--- src/rtl/drv_pkg.sv ---
package drv_pkg;

    // Path selection encoding carried on the bypass input
    typedef enum logic {
        PATH_STORED = 1'b0,
        PATH_THRU   = 1'b1
    } path_mode_e;

    // Number of output copies the block drives
    localparam int unsigned NUM_COPIES = 2;

endpackage

--- src/rtl/drv_split_reg.sv ---
module drv_split_reg #(
    parameter int unsigned WIDTH = 12,
    parameter int unsigned HI_W  = 4
) (
    input  logic             clk,
    input  logic             rst,
    input  logic             load_all_n,
    input  logic [WIDTH-1:0] din,
    output logic [WIDTH-1:0] stored
);

    localparam int unsigned LO_W = WIDTH - HI_W;

    typedef struct packed {
        logic [HI_W-1:0] hi;
        logic [LO_W-1:0] lo;
    } split_t;

    split_t st_d, st_q;

    always_comb begin
        st_d = st_q;
        if (rst) begin
            st_d = '0;
        end else begin
            st_d.hi = din[WIDTH-1:LO_W];
            if (!load_all_n) begin
                st_d.lo = din[LO_W-1:0];
            end
        end
    end

    always_ff @(posedge clk) begin
        st_q <= st_d;
    end

    assign stored = st_q;

    // reset wins over any load
    assert_clear_R1: assert property (@(posedge clk)
        rst |=> (stored == '0));

    // upper group follows din on every edge
    assert_hi_loads_R3: assert property (@(posedge clk) disable iff (rst)
        !rst |=> (stored[WIDTH-1:LO_W] == $past(din[WIDTH-1:LO_W])));

    // lower group holds while load_all_n is high
    assert_lo_holds_R3: assert property (@(posedge clk) disable iff (rst)
        load_all_n |=> (stored[LO_W-1:0] == $past(stored[LO_W-1:0])));

    // lower group loads while load_all_n is low
    assert_lo_loads_R2: assert property (@(posedge clk) disable iff (rst)
        !load_all_n |=> (stored[LO_W-1:0] == $past(din[LO_W-1:0])));

endmodule

--- src/rtl/drv_path_sel.sv ---
module drv_path_sel #(
    parameter int unsigned WIDTH = 12
) (
    input  logic             bypass,
    input  logic [WIDTH-1:0] din,
    input  logic [WIDTH-1:0] stored,
    output logic [WIDTH-1:0] picked
);

    import drv_pkg::*;

    path_mode_e mode;

    always_comb begin
        mode   = path_mode_e'(bypass);
        picked = (mode == PATH_THRU) ? din : stored;
    end

endmodule

--- src/rtl/drv_out_stage.sv ---
module drv_out_stage #(
    parameter int unsigned WIDTH  = 12,
    parameter int unsigned COPIES = 2
) (
    input  logic                         out_en_n,
    input  logic [WIDTH-1:0]             picked,
    output logic [COPIES-1:0][WIDTH-1:0] data,
    output logic [COPIES-1:0]            vld
);

    for (genvar g = 0; g < COPIES; g++) begin : g_copy
        always_comb begin
            vld[g]  = !out_en_n;
            data[g] = out_en_n ? '0 : picked;
        end
    end

endmodule

--- src/rtl/dual_mode_bus_driver.sv ---
module dual_mode_bus_driver #(
    parameter int unsigned WIDTH = 12,
    parameter int unsigned HI_W  = 4
) (
    input  logic             clk,
    input  logic             rst,
    input  logic             bypass,
    input  logic             load_all_n,
    input  logic             out_en_n,
    input  logic [WIDTH-1:0] din,
    output logic [WIDTH-1:0] copy0_data,
    output logic             copy0_vld,
    output logic [WIDTH-1:0] copy1_data,
    output logic             copy1_vld
);

    localparam int unsigned NCOPY = drv_pkg::NUM_COPIES;

    logic [WIDTH-1:0]            stored;
    logic [WIDTH-1:0]            picked;
    logic [NCOPY-1:0][WIDTH-1:0] out_data;
    logic [NCOPY-1:0]            out_vld;

    drv_split_reg #(.WIDTH(WIDTH), .HI_W(HI_W)) u_reg (
        .clk        (clk),
        .rst        (rst),
        .load_all_n (load_all_n),
        .din        (din),
        .stored     (stored)
    );

    drv_path_sel #(.WIDTH(WIDTH)) u_sel (
        .bypass (bypass),
        .din    (din),
        .stored (stored),
        .picked (picked)
    );

    drv_out_stage #(.WIDTH(WIDTH), .COPIES(NCOPY)) u_out (
        .out_en_n (out_en_n),
        .picked   (picked),
        .data     (out_data),
        .vld      (out_vld)
    );

    assign copy0_data = out_data[0];
    assign copy0_vld  = out_vld[0];
    assign copy1_data = out_data[1];
    assign copy1_vld  = out_vld[1];

    // both copies identical
    assert_copies_match_R6: assert property (@(posedge clk) disable iff (rst)
        (copy0_data == copy1_data) && (copy0_vld == copy1_vld));

    // disabled outputs are released and read zero
    assert_released_R7: assert property (@(posedge clk) disable iff (rst)
        out_en_n |-> (!copy0_vld && !copy1_vld && copy0_data == '0));

    // enabled outputs are driven
    assert_driven_R7: assert property (@(posedge clk) disable iff (rst)
        !out_en_n |-> (copy0_vld && copy1_vld));

    // pass-through follows din
    assert_thru_R4: assert property (@(posedge clk) disable iff (rst)
        (bypass && !out_en_n) |-> (copy0_data == din));

    // registered path shows storage
    assert_stored_R2: assert property (@(posedge clk) disable iff (rst)
        (!bypass && !out_en_n) |-> (copy0_data == stored));

endmodule

--- config.mk ---
export PLATFORM = sky130hd
export DESIGN_NAME = dual_mode_bus_driver
export DESIGN_NICKNAME = d
export VERILOG_FILES = /design/src/rtl/drv_pkg.sv /design/src/rtl/drv_split_reg.sv /design/src/rtl/drv_path_sel.sv /design/src/rtl/drv_out_stage.sv /design/src/rtl/dual_mode_bus_driver.sv
export SDC_FILE = /design/constraint.sdc
export NUM_CORES = 1
export LEC_CHECK = 0
export BUFFER_PORTS_ARGS = -buffer_cell sky130_fd_sc_hd__buf_2
export CORE_MARGIN = 2
export CORE_UTILIZATION = 45
export CTS_BUF_LIST = sky130_fd_sc_hd__clkbuf_8
export DETAILED_ROUTE_END_ITERATION = 8
export PLACE_DENSITY = 0.8
export SYNTH_ARGS = -nofsm -noshare
export SYNTH_HDL_FRONTEND = slang
export SYNTH_HIERARCHICAL = 1
export SYNTH_SLANG_ARGS = --single-unit
--- constraint.sdc ---
create_clock -name clk -period 0.9 [get_ports clk]
set_input_delay 0 -clock clk [delete_from_list [all_inputs] [get_ports clk]]
set_output_delay 0 -clock clk [all_outputs]
set_load 0.01 [all_outputs]
==> impl_metrics.py <==
metrics = {
    "timing": {
        "slew_headroom_pct": 76.6,
        "tightest_slew_ns": 0.351,
        "maxSlewViolCount": 0,
        "rsz0062_at_grt": "true",
        "fin_crit_ns": 1.13,
        "fin_tns_setup_ns": -4.28,
        "hold_viol": 0,
        "period_share_pct": 125,
        "holdWs_ns": 0.00613,
        "fmax_ghz": 0.885,
        "fin_skew_ns": 0,
        "post-route-worst-setup-slack_ns": -0.229,
        "setup_viol": 24,
    },
    "detailed_routing": {
        "wl_per_cell_um": 12.7,
        "wl_mm": 1.74,
        "via_per_inst": 4.44,
        "dr.pass1.iters": 4,
        "num_vias": 608,
        "postRouteAntennaNets": 0,
        "drcViolationCount": 0,
        "drtIter0Drc": 4,
    },
    "cts": {
        "cts_tree": "done",
        "clock_path_buffers": 2,
        "cts_buffers": 3,
        "clock_latency_ns": 0.24,
        "path_clk_slew_ns": 0.05,
        "cts-htree-levels": 1,
        "clockRootBuffer": "clkbuf_8",
        "cts_sinks": 12,
    },
    "logic_synthesis": {
        "synth.area.top_cells": "dfxtp_1 30%, mux2_4 19%, buf_4 12%, mux2i_1 10%, nor2b_2 7.6%",
        "yosys.area.top_type_share_pct": 29.9,
        "synth_warnings": 6,
        "syn_area_sq_um": 803,
        "ys.flop_type": "dfxtp_1",
        "yosys-top-cells-count": "13 x buf_4, 12 x dfxtp_1, 10 x mux2_4, 8 x mux2i_1, 8 x nor2_1",
        "yosysMostFrequentCell": "buf_4",
        "yosys_register_bits": 12,
        "synth_cell_type_count": 13,
        "async_reset_ff_share_pct": 0,
        "synth-edff-count": 0,
        "syn-num-nets": 91,
        "synth.avg_cell_area_sq_um": 10.9,
        "synth_cells": 74,
        "yosysTopAreaCell": "dfxtp_1",
        "ys_seq_area_share_pct": 29.9,
    },
    "worst_setup_path": {
        "worst_ep_required_time_ns": 0.90,
        "r2r-start": "u_reg/stored[5]",
        "crit_type": "flop to output pin",
        "r2r_cells": 3,
        "r2r_setup_slack_ns": 0.16,
        "critPathCaptureType": "output pin",
        "endpoint": "copy1_data[0]",
        "r2r_end": "u_reg/stored[5]",
        "critical_path.startpoint": "u_reg/stored[0]",
        "crit_arrival_ns": 1.13,
        "path_max_fanout": 2,
        "cp-start-kind": "flop",
    },
    "final_layout": {
        "drive_gt1_share_pct": 75.9,
        "largest_reg_flops": 12,
        "layout.nets": 130,
        "diodes": 0,
        "final_cells": 137,
        "syn_to_final_growth_pct": 53.6,
        "fin_area_sq_um": 1230,
    },
    "placement": {
        "portBuffers": 42,
        "place_hpwl_mm": 1.21,
        "dpl_cell_area_sq_um": 951,
        "dp_cells": 128,
        "gp_congestion": 0.584,
    },
    "floorplan": {
        "initial_core_util_pct": 47.0,
        "die-width_um": 46.3,
        "dieHeight_um": 46.3,
        "die_area_sq_um": 2140,
        "std_cell_rows": 15,
        "ioPinCount": 43,
        "core_area_sq_um": 1710,
    },
    "power_and_ir_drop": {
        "power_mw": 1.64,
        "p_per_area_nw_per_um2": 1330,
        "ir_drop_mv": 0.952,
        "leakage_nw": 0.626,
    },
    "status": {
        "status": "complete, but fails checks",
        "violations": "setup timing",
    },
    "flow_run": {
        "maxCapViolCount": 0,
    },
    "global_route": {
        "overflow": 0,
        "grt_antenna_before_repair": 0,
        "grt_max_degree": 13,
        "grt_pass1_vias": 636,
        "grt_pass1_wl_mm": 2.68,
        "track_usage_pct": 18.2,
    },
    "hold_path": {
        "min_path_type": "input pin to flop",
    },
}
[power by group]
group | internal, mW | leakage, nW | switching (mW)
sequential | 0.567 | 0.102 | 0.0136
clock | 0.387 | 0.0288 | 0.199
combinational | 0.295 | 0.495 | 0.184
[layout by cell type, fill, tap and decap left out, drive strengths merged]
cell type and instances:
buf 48, nor2b 13, mux2 12, dfxtp 12
mux2i 8, nor2 8, clkbuf 4, and2b 3
dlygate4sd3 3, inv 1
[layer usage]
layer / global-route usage [%] / wire [um] / vias to the layer above
met1: 18.7 / 663 / 286
li1: - / - / 301
met2: 33.6 / 1010 / 21
met5: 0 / 0 / -
met4: 8.57 / 0 / 0
met3: 4.71 / 72 / 0
[worst max-delay path, stage by stage, from the launching register on]
cell and delay, ns:
dfxtp_2 0.31, mux2_4 0.25, and2b_2 0.19, buf_2 0.13
[cell families after synthesis]
group | synth area share [%]
flops | 29.9
buf+inv | 17.4
mux | 31.5
simple gates | 21.2
[through the flow]
stage               utilization [%]  worst slack (ns)
global placement               55.7            0.0111
floorplan                         -           0.00405
global route                   72.2            -0.276
CTS                            72.2            -0.241
finish                         72.2            -0.229
detailed placement             55.7          -0.00361
[timing repair]
item / 4_1_cts / 5_1_grt
pin swaps: 0 / 0
setup buffers: 2 / 0
gates resized for setup: 36 / 1
hold buffers: 3 / 0
hold endpoints to repair: 3 / 0
setup endpoints to repair: 24 / 24
[how the worst min path moves through the flow]
stage	startpoint	endpoint	slack, ns	depth (start not counted)
5_1_grt	din[7]	u_reg/stored[7]	0.02	3
4_1_cts	din[9]	u_reg/stored[9]	0.005	2
3_3_place_gp	din[9]	u_reg/stored[9]	0.23	2
2_1_floorplan	rst	u_reg/stored[11]	0.07	1
3_5_place_dp	din[10]	u_reg/stored[10]	0.24	2
6_report	din[9]	u_reg/stored[9]	0.006	2
[area by class of cell]
cell class | instances | area, sq um
clock buffer | 4 | 55.1
inverter | 1 | 3.75
tap | 25 | 31.3
sequential | 12 | 250
timing repair buffer | 51 | 435
multi-input combinational | 44 | 458
fill | 138 | 474
Note: power is estimated with default switching activity, not from simulation.
